<file path="config.mk">
export PLATFORM = sky130hd
export DESIGN_NAME = nh_lookup_top
export DESIGN_NICKNAME = d
export VERILOG_FILES = /design/src/rtl/nh_pkg.sv /design/src/rtl/nh_bank.sv /design/src/rtl/nh_prefix_cmp.sv /design/src/rtl/nh_match.sv /design/src/rtl/nh_lookup_top.sv
export SDC_FILE = /design/constraint.sdc
export NUM_CORES = 2
export LEC_CHECK = 0
export ABC_AREA = 0
export BUFFER_PORTS_ARGS = -buffer_cell sky130_fd_sc_hd__buf_4
export CAP_MARGIN = 20
export CORE_MARGIN = 1.5
export CORE_UTILIZATION = 44
export DETAILED_ROUTE_END_ITERATION = 8
export HOLD_SLACK_MARGIN = 0.02
export MAX_ROUTING_LAYER = met4
export PLACE_DENSITY = 0.59
export SETUP_SLACK_MARGIN = 0.05
export SYNTH_ARGS = -nofsm -noshare
export SYNTH_HDL_FRONTEND = slang
export SYNTH_HIERARCHICAL = 1
export SYNTH_SLANG_ARGS = --single-unit
export TNS_END_PERCENT = 30
</file>
<file path="constraint.sdc">
create_clock -name clk -period 37.4 [get_ports clk]
set_input_delay 5.61 -clock clk [delete_from_list [all_inputs] [get_ports clk]]
set_output_delay 5.61 -clock clk [all_outputs]
set_load 0.01 [all_outputs]
</file>
<file path="src/rtl/nh_pkg.sv">
package nh_pkg;

  // Address, port and table sizing shared by every module of the block.
  parameter int unsigned NH_ADDR_W  = 32;
  parameter int unsigned NH_PORT_W  = 4;
  parameter int unsigned NH_ENTRIES = 16;

  // Width needed to hold any length from 0 to NH_ADDR_W, plus headroom.
  localparam int unsigned NH_LEN_W = $clog2(NH_ADDR_W + 1) + 0;

  // One route: valid flag, network prefix, prefix length, output port.
  typedef struct packed {
    logic                 vld;
    logic [NH_ADDR_W-1:0] pfx;
    logic [NH_LEN_W-1:0]  len;
    logic [NH_PORT_W-1:0] port;
  } nh_entry_t;

endpackage

</file>
<file path="src/rtl/nh_bank.sv">
module nh_bank
  import nh_pkg::*;
#(
  parameter int unsigned ENTRIES = NH_ENTRIES,
  parameter int unsigned IDX_W   = (ENTRIES > 1) ? $clog2(ENTRIES) : 1
) (
  input  logic                      clk,
  input  logic                      rst_n,
  input  logic                      we,
  input  logic [IDX_W-1:0]          idx,
  input  nh_entry_t                 wdata,
  output nh_entry_t [ENTRIES-1:0]   tbl
);

  nh_entry_t [ENTRIES-1:0] tbl_q;

  // Reset empties the bank. Each entry is written as a whole.
  always_ff @(posedge clk or negedge rst_n) begin
    if (!rst_n) begin
      tbl_q <= '0;
    end else if (we && (32'(idx) < ENTRIES)) begin
      tbl_q[idx] <= wdata;
    end
  end

  assign tbl = tbl_q;

endmodule

</file>
<file path="src/rtl/nh_prefix_cmp.sv">
module nh_prefix_cmp
  import nh_pkg::*;
(
  input  logic [NH_ADDR_W-1:0] key,
  input  nh_entry_t            ent,
  output logic                 hit,
  output logic [NH_LEN_W-1:0]  eff_len
);

  localparam logic [NH_LEN_W-1:0]  MAX_LEN = NH_LEN_W'(NH_ADDR_W);
  localparam logic [NH_ADDR_W-1:0] ONES    = '1;

  logic [NH_ADDR_W-1:0] net_mask;

  // Any stored length beyond the address width behaves as a host route.
  assign eff_len = (ent.len > MAX_LEN) ? MAX_LEN : ent.len;

  // Top eff_len bits set: a zero length keeps nothing, a full length keeps all.
  assign net_mask = ~(ONES >> eff_len);

  assign hit = ent.vld && (((key ^ ent.pfx) & net_mask) == '0);

endmodule

</file>
<file path="src/rtl/nh_match.sv">
module nh_match
  import nh_pkg::*;
#(
  parameter int unsigned ENTRIES = NH_ENTRIES
) (
  input  logic [NH_ADDR_W-1:0]     key,
  input  nh_entry_t [ENTRIES-1:0]  tbl,
  output logic                     hit,
  output logic [NH_PORT_W-1:0]     port
);

  logic [ENTRIES-1:0]  ent_hit;
  logic [NH_LEN_W-1:0] ent_len [ENTRIES];

  // One comparator per entry, all working at once.
  for (genvar e = 0; e < ENTRIES; e++) begin : g_cmp
    nh_prefix_cmp u_cmp (
      .key     (key),
      .ent     (tbl[e]),
      .hit     (ent_hit[e]),
      .eff_len (ent_len[e])
    );
  end

  // Scan in ascending index order. Only a strictly longer length replaces
  // the current winner, so the lowest index keeps a tie.
  logic                 any_q;
  logic [NH_LEN_W-1:0]  best_len;
  logic [NH_PORT_W-1:0] best_port;

  always_comb begin
    any_q     = 1'b0;
    best_len  = '0;
    best_port = '0;
    for (int i = 0; i < ENTRIES; i++) begin
      if (ent_hit[i] && (!any_q || (ent_len[i] > best_len))) begin
        any_q     = 1'b1;
        best_len  = ent_len[i];
        best_port = tbl[i].port;
      end
    end
  end

  assign hit  = any_q;
  assign port = best_port;

endmodule

</file>
<file path="src/rtl/nh_lookup_top.sv">
module nh_lookup_top
  import nh_pkg::*;
#(
  parameter int unsigned ENTRIES = NH_ENTRIES,
  parameter int unsigned IDX_W   = (ENTRIES > 1) ? $clog2(ENTRIES) : 1
) (
  input  logic                  clk,
  input  logic                  rst_n,
  input  logic                  req_valid,
  output logic                  req_ready,
  input  logic [NH_ADDR_W-1:0]  req_addr,
  output logic                  rsp_valid,
  input  logic                  rsp_ready,
  output logic                  rsp_hit,
  output logic [NH_PORT_W-1:0]  rsp_port,
  input  logic [NH_PORT_W-1:0]  dflt_port,
  input  logic                  wr_en,
  input  logic                  wr_bank,
  input  logic [IDX_W-1:0]      wr_idx,
  input  logic                  wr_vld,
  input  logic [NH_ADDR_W-1:0]  wr_prefix,
  input  logic [NH_LEN_W-1:0]   wr_len,
  input  logic [NH_PORT_W-1:0]  wr_port,
  input  logic                  swap,
  output logic                  active_bank
);

  localparam int unsigned BANKS = 2;

  logic      act_q;
  nh_entry_t wr_ent;
  nh_entry_t [ENTRIES-1:0] bank_tbl [BANKS];
  nh_entry_t [ENTRIES-1:0] live_tbl;

  assign wr_ent.vld  = wr_vld;
  assign wr_ent.pfx  = wr_prefix;
  assign wr_ent.len  = wr_len;
  assign wr_ent.port = wr_port;

  // Two banks. A bank takes a write only while it is the shadow one.
  for (genvar b = 0; b < BANKS; b++) begin : g_bank
    logic bank_we;
    assign bank_we = wr_en && (wr_bank == 1'(b)) && (act_q != 1'(b));
    nh_bank #(
      .ENTRIES (ENTRIES),
      .IDX_W   (IDX_W)
    ) u_bank (
      .clk   (clk),
      .rst_n (rst_n),
      .we    (bank_we),
      .idx   (wr_idx),
      .wdata (wr_ent),
      .tbl   (bank_tbl[b])
    );
  end

  assign live_tbl = bank_tbl[act_q];

  // The search runs in the accepting cycle against the bank that is active
  // before the edge, so a swap on that edge cannot reach it.
  logic                 srch_hit;
  logic [NH_PORT_W-1:0] srch_port;

  nh_match #(
    .ENTRIES (ENTRIES)
  ) u_match (
    .key  (req_addr),
    .tbl  (live_tbl),
    .hit  (srch_hit),
    .port (srch_port)
  );

  // The bank flips on the edge that follows a swap pulse.
  always_ff @(posedge clk or negedge rst_n) begin
    if (!rst_n) begin
      act_q <= 1'b0;
    end else if (swap) begin
      act_q <= ~act_q;
    end
  end

  // Single-stage response register with valid/ready.
  logic                 rsp_vld_q;
  logic                 rsp_hit_q;
  logic [NH_PORT_W-1:0] rsp_port_q;
  logic                 accept;

  assign req_ready = !rsp_vld_q || rsp_ready;
  assign accept    = req_valid && req_ready;

  always_ff @(posedge clk or negedge rst_n) begin
    if (!rst_n) begin
      rsp_vld_q  <= 1'b0;
      rsp_hit_q  <= 1'b0;
      rsp_port_q <= '0;
    end else begin
      if (accept) begin
        rsp_vld_q  <= 1'b1;
        rsp_hit_q  <= srch_hit;
        rsp_port_q <= srch_hit ? srch_port : dflt_port;
      end else if (rsp_ready) begin
        rsp_vld_q  <= 1'b0;
      end
    end
  end

  assign rsp_valid   = rsp_vld_q;
  assign rsp_hit     = rsp_hit_q;
  assign rsp_port    = rsp_port_q;
  assign active_bank = act_q;

endmodule

</file>
Word level (Yosys, flattened, before mapping)
Cells that the tools add are included.
Storage, ports and cells
  register bits: 1383
  output and inout bits: 8
Operators by class
  magnitude comparators: 34
  shift operators: 16
  multiplexer cells: 73
  bitwise logic cells: 51
  reduce and logical (&&, ||, !) cells: 86
Operators with widths (number)
  688-bit 2-to-1 mux: 3
  688-bit bitwise mux: 2
  32-bit AND: 16
  32-bit logical NOT: 16
  32-bit inverter: 16
  32-bit by 6-bit >> shifter with 32-bit output (first input constant): 16
  32-bit bitwise XOR: 16
  6-bit 2-to-1 mux: 31
  43-bit demux with 4-bit select: 1
  6-bit greater-than comparator (second input constant): 16
  6-bit greater-than comparator: 15
  4-bit 2-to-1 mux: 17
  43-bit 2-to-1 mux: 1
  1-bit logical AND: 37
  1-bit 2-to-1 mux: 18
  1-bit logical NOT: 16
  1-bit logical OR: 16
  4-bit by 5-bit < comparator with 1-bit output (second input constant): 1
  4-bit by 1-bit greater-or-equal comparator with 1-bit output (second input constant): 1
  2-bit greater-or-equal comparator (second input constant): 1
  1-bit inverter: 2
  1-bit inverter with 2-bit output: 1
  2-bit nonzero test: 1

Logic depth before layout (Yosys ltp)
  depth after elaboration: 73
  mapped depth: 161
  mapped depth without buffers: 148

By module
The synthesis kept the hierarchy.
By module, submodules not included
  nh_bank: times used 2, cells an instance 1511, area each 25897.3 um^2, sequential area each 17216.5 um^2
  nh_prefix_cmp: times used 16, cells an instance 106, area each 734.5 um^2, sequential area each 0.0 um^2
  nh_lookup_top: times used 1, cells an instance 795, area each 8939.8 um^2, sequential area each 175.2 um^2
  nh_match: times used 1, cells an instance 702, area each 4954.8 um^2, sequential area each 0.0 um^2

Least setup slack after synthesis
Ideal clock, no wire load.
  kind: input-to-reg
  start point: input req_addr[16]
  end point: register rsp_port_q[0], in the netlist rsp_port[0]
  library setup time: 0.143 ns
  data arrival time: 35.469 ns
  path slack: 1.788 ns
  stages on the path: 147
  buffers on the path: 13
  cells stage by stage: xor2_1 or4b_1 o31ai_1 and4_1 o2111ai_1 a2111oi_2 clkbuf_1 nand2_1 ha_1 nand4_1 o21bai_1 a31oi_2 clkbuf_1 o21a_1 ha_1 a21oi_1 a21boi_1 o41ai_4 [111 not listed] a31oi_1 o21ai_1 clkbuf_1 nor2_1 a21o_1 ha_1 nor2b_1 o21a_1 o21a_1 o21ai_0 nand2b_1 a21oi_1 a31oi_1 o21ai_1 and2_1 a211oi_1 mux2i_1 a31oi_1
Between the ends
  word-level cells in the longest chain between the ends: 66
  elaborated cells on any way between the ends: 172
  classes of those cells: order compare (15); mux (48); bitwise (32); reduce/logical (77)
RTL lines
  start, declared: RTL line nh_lookup_top.sv:11  | input logic [NH_ADDR_W-1:0] req_addr,
  32-bit bitwise XOR *: RTL line nh_prefix_cmp.sv:21  | assign hit = ent.vld && (((key ^ ent.pfx) & net_mask) == '0);
  32-bit AND *: RTL line nh_prefix_cmp.sv:21
  32-bit logical NOT *: RTL line nh_prefix_cmp.sv:21
  1-bit logical AND *: RTL line nh_prefix_cmp.sv:21
  via u_match.ent_hit[0]: RTL line nh_match.sv:12  | logic [ENTRIES-1:0] ent_hit;
  6-bit 2-to-1 mux or 1-bit 2-to-1 mux (tied branches): RTL line nh_match.sv:36  | if (ent_hit[i] && (!any_q || (ent_len[i] > best_len))) begin
  6-bit greater-than comparator or 1-bit logical NOT (tied branches): RTL line nh_match.sv:36
  1-bit logical OR: RTL line nh_match.sv:36
  [52 not listed]
  1-bit logical AND: RTL line nh_match.sv:36
  6-bit 2-to-1 mux or 1-bit 2-to-1 mux (tied branches): RTL line nh_match.sv:36
  6-bit greater-than comparator or 1-bit logical NOT (tied branches): RTL line nh_match.sv:36
  1-bit logical OR: RTL line nh_match.sv:36
  1-bit logical AND: RTL line nh_match.sv:36
  4-bit 2-to-1 mux *: RTL line nh_match.sv:36
  via srch_port[0]: RTL line nh_lookup_top.sv:62  | logic [NH_PORT_W-1:0] srch_port;
  4-bit 2-to-1 mux *: RTL line nh_lookup_top.sv:100  | rsp_port_q <= srch_hit ? srch_port : dflt_port;
  end signal, assigned: RTL line nh_lookup_top.sv:100
  end, declared: RTL line nh_lookup_top.sv:85  | logic [NH_PORT_W-1:0] rsp_port_q;
Mark *: on every way through the listed nets, which the timed path passes. The rest lies on a longest branch.
A chain may end at the register's enable or synchronous reset.

Worst setup path in the final report
  start point: input req_addr[16]
  end point: register rsp_port_q[1], in the netlist rsp_port[1]
The elaborated chain is that of the path after synthesis.

==> flow_summary.json <==
{
  "routability_driven_placement_congestion_ratio": 0.950,
  "synthCells": 6215,
  "run_status": "finished, final reports clean",
  "drc": 0,
  "fmax_mhz": 28.3,
  "die_w_um": 423,
  "detail_route.iter0.violations": 4803,
  "postSynth.topFlopCell": "dfrtp_1",
  "max_slew_margin_pct": 20.2,
  "area_growth_pct": 10.1,
  "netlist.top_cell.by_area": "dfrtp_1",
  "synth.ff_latch_count": 1383,
  "cts-root-to-sink-buffers": 3,
  "synthesis.yosys.warnings": 6,
  "synthesis.nets": 6379,
  "drt_pass1_iterations": 6,
  "timing_worst_setup_path_type": "input pin to register",
  "clock_latency_ps": 820,
  "antenna_left": 0,
  "per_cell_routed_wire_length_um": 31.0,
  "placementRows": 153,
  "power_density_relative_to_cell_area_mw_per_mm2": 74.0,
  "dr_wl_met2_mm": 124,
  "path_max_fanout": 19,
  "synth.yosys.seq_area_share_pct": 44.7,
  "grt_pass1_vias": 52787,
  "critical-path-slowest-cell": "or4b_1",
  "number_of_antenna_violations_at_the_first_check_in_global_routing": 35,
  "via_count": 52304,
  "routed_wirelength_mm": 269,
  "cell_count_after_placement": 8368,
  "cp_slowest_stage_delay_ps": 540,
  "final.fill_count": 15446,
  "cts_tree": "built",
  "met3_wirelength_mm": 15.6,
  "maxUsedRoutingLayer": "met4",
  "dpl_cell_area_mm2": 0.0797,
  "timing.max_cap.violations": 0,
  "seq_area_mm2": 0.0346,
  "crit_top_cell": "ha_1",
  "endpoint_kind": "register",
  "cts_num_sinks": 1383,
  "multi_input_comb_area_mm2": 0.0400,
  "ioPinCount": 98,
  "cts_root_buffer": "clkbuf_16",
  "cp-start-kind": "input pin",
  "core-area_mm2": 0.174,
  "largest_net_degree_at_the_start_of_global_routing": 144,
  "stdcell_area_mm2": 0.0853,
  "postSynthAreaPerCell_um2": 12.5,
  "die_h_um": 423,
  "post-synth-top-count-cell": "mux2_2",
  "htree_num_levels": 4,
  "setup_repair_after_global_routing_missed_its_margin": "no",
  "timing.final.crit_share_pct": 94.5,
  "fin_worst_skew_ps": 32.0,
  "fin_nets": 6373,
  "cell_leakage_power_nw": 39.5,
  "vias_per_std_cell": 6.04,
  "met1_wire_length_mm": 114,
  "min-delay-path-class": "register to register",
  "timing_hold_violations_final": 0,
  "timing.hold.ws_ps": 485,
  "yosys-top-cells-area": "dfrtp_1, mux2_2, xor2_1, xnor2_1, buf_6",
  "netlist-cell-type-count": 91,
  "cp.required_ps": 38130,
  "timing.final.max_slew_violations": 0,
  "share_of_cells_above_drive_strength_1_pct": 41.7,
  "timing.final.crit_period_ps": 35340,
  "setup_viol": 0,
  "cts_buffers": 156,
  "design.die.area_mm2": 0.179,
  "fin_cells": 8663,
  "synthArstFlopShare_pct": 100,
  "effective_utilization_at_floorplan_pct": 44.4,
  "worstMarginPinSlew_ps": 1200,
  "clock_pin_transition_on_the_worst_setup_and_hold_timing_paths_ps": 60,
  "synth_top_cell_area_share_pct": 44.7,
  "synthTopCellsByCount": "mux2_2, dfrtp_1, xor2_1",
  "place.port_buffers": 97,
  "gr-usage-all-layers_pct": 30.7,
  "timing.critical_path.arrival_ps": 36060,
  "grt_first_pass_wirelength_mm": 387,
  "globalRouteOverflowTotal": 0,
  "ir_worst_vdd_v": 0.0000511,
  "post-dp-hpwl_mm": 163,
  "synth_edf_count": 0,
  "mappedNetlistArea_mm2": 0.0774
}
## layer usage
layer	vias up	global-route usage, %
li1	22424	-
met3	489	3.88
met4	0	14.3
met1	27538	39.9
met5	-	-
met2	1853	47.8
## worst max-delay path, delay by kind of cell
| family | cells | cell delay [ps] |
|---|---|---|
| compound gates | 67 | 13900 |
| fa+ha+maj | 18 | 5240 |
| simple gates | 27 | 3970 |
| mux | 14 | 3920 |
| buf+inv | 19 | 3160 |
| xor+xnor | 1 | 200 |
## layout make-up
| class | instances | share of cell area [%] |
|---|---|---|
| diodes | 10 | 0.0293 |
| clock buffers | 223 | 5.37 |
| clock inverters | 54 | 0.905 |
| inverters | 103 | 0.453 |
| multi-input cells | 4310 | 46.9 |
| flip-flops and latches | 1383 | 40.6 |
| well taps | 2325 | 3.41 |
| repair buffers | 255 | 2.32 |
## power by group
part / leakage (nW) / total, mW / internal (mW) / switching (mW)
sequential: 18.4 / 2.08 / 1.90 / 0.187
combinational: 18.5 / 2.62 / 1.19 / 1.42
clock: 2.64 / 1.62 / 0.968 / 0.650
total: 39.5 / 6.32 / 4.06 / 2.26
## sequential cells by signal, summed over array words and instances, names as in the netlist
register           cells
g_bank.u_bank/tbl   1376
rsp_port               4
active_bank            1
rsp_hit                1
rsp_valid              1
## timing repair
item                                   in CTS  in global routing
endpoints found under the hold margin       0                  0
hold buffers                                0                  0
setup endpoints to repair                   0                  4
setup buffers                               0                  7
resized for setup                           0                 16
## kinds of logic after synthesis
logic type | after synthesis | synth area share [%]
mux | 2133 | 31.4
flops | 1383 | 44.7
compound gates | 828 | 7.32
simple gates | 717 | 5.11
xor+xnor | 522 | 5.90
buf+inv | 522 | 3.95
fa+ha+maj | 110 | 1.66
## final timing paths
| path | cells past startpoint | slack (ps) | start | endpoint |
|---|---|---|---|---|
| setup / recovery | 146 | 2060 | req_addr[16] | rsp_port[1] |
| hold / removal | 1 | 480 | g_bank[1].u_bank/tbl[197] | g_bank[1].u_bank/tbl[197] |
| setup reg to reg | 147 | 5190 | active_bank | rsp_port[1] |
| hold reg to reg | 1 | 480 | g_bank[1].u_bank/tbl[197] | g_bank[1].u_bank/tbl[197] |
| max in group asynchronous | 6 | 28310 | rst_n | g_bank[0].u_bank/tbl[649] |
| min in group asynchronous | 1 | 4760 | rst_n | g_bank[0].u_bank/tbl[167] |
## cell usage in the layout, fill, tap and decap left out, types with 19 or more instances in the layout
cell	synthesis	final
clkbuf_8	0	34
o22ai_1	50	50
nor2b_1	93	91
or3_1	28	24
mux2_1	78	78
nor2_1	231	219
inv_1	103	103
nand3_1	45	45
a31oi_1	38	37
a21oi_1	145	144
xnor2_1	180	180
mux2i_1	45	45
clkbuf_16	0	160
a21o_1	32	32
nand2_1	109	107
o2111ai_1	35	35
ha_1	74	74
nand2b_1	21	19
maj3_1	36	36
and4_1	20	20
mux2_4	82	82
clkinv_2	0	22
mux2_2	1925	1925
a22oi_1	33	33
buf_4	25	251
xor2_1	342	342
o31ai_1	39	39
o21ai_0	201	200
clkbuf_1	184	29
o21a_1	93	93
a311oi_1	21	20
dfrtp_1	1383	1382
## through the flow
step	power (mW)	setup TNS [ps]	utilization, %	setup slack, ps
after global routing	6.63	0	48.9	85.6
after detailed placement	4.66	-27.0	45.7	-21.5
after CTS	6.29	0	48.8	720
final	6.32	0	48.9	2060
after global placement	4.63	0	45.7	513
after floorplan	4.05	0	-	1790
Power figures use the tool's default switching activity.
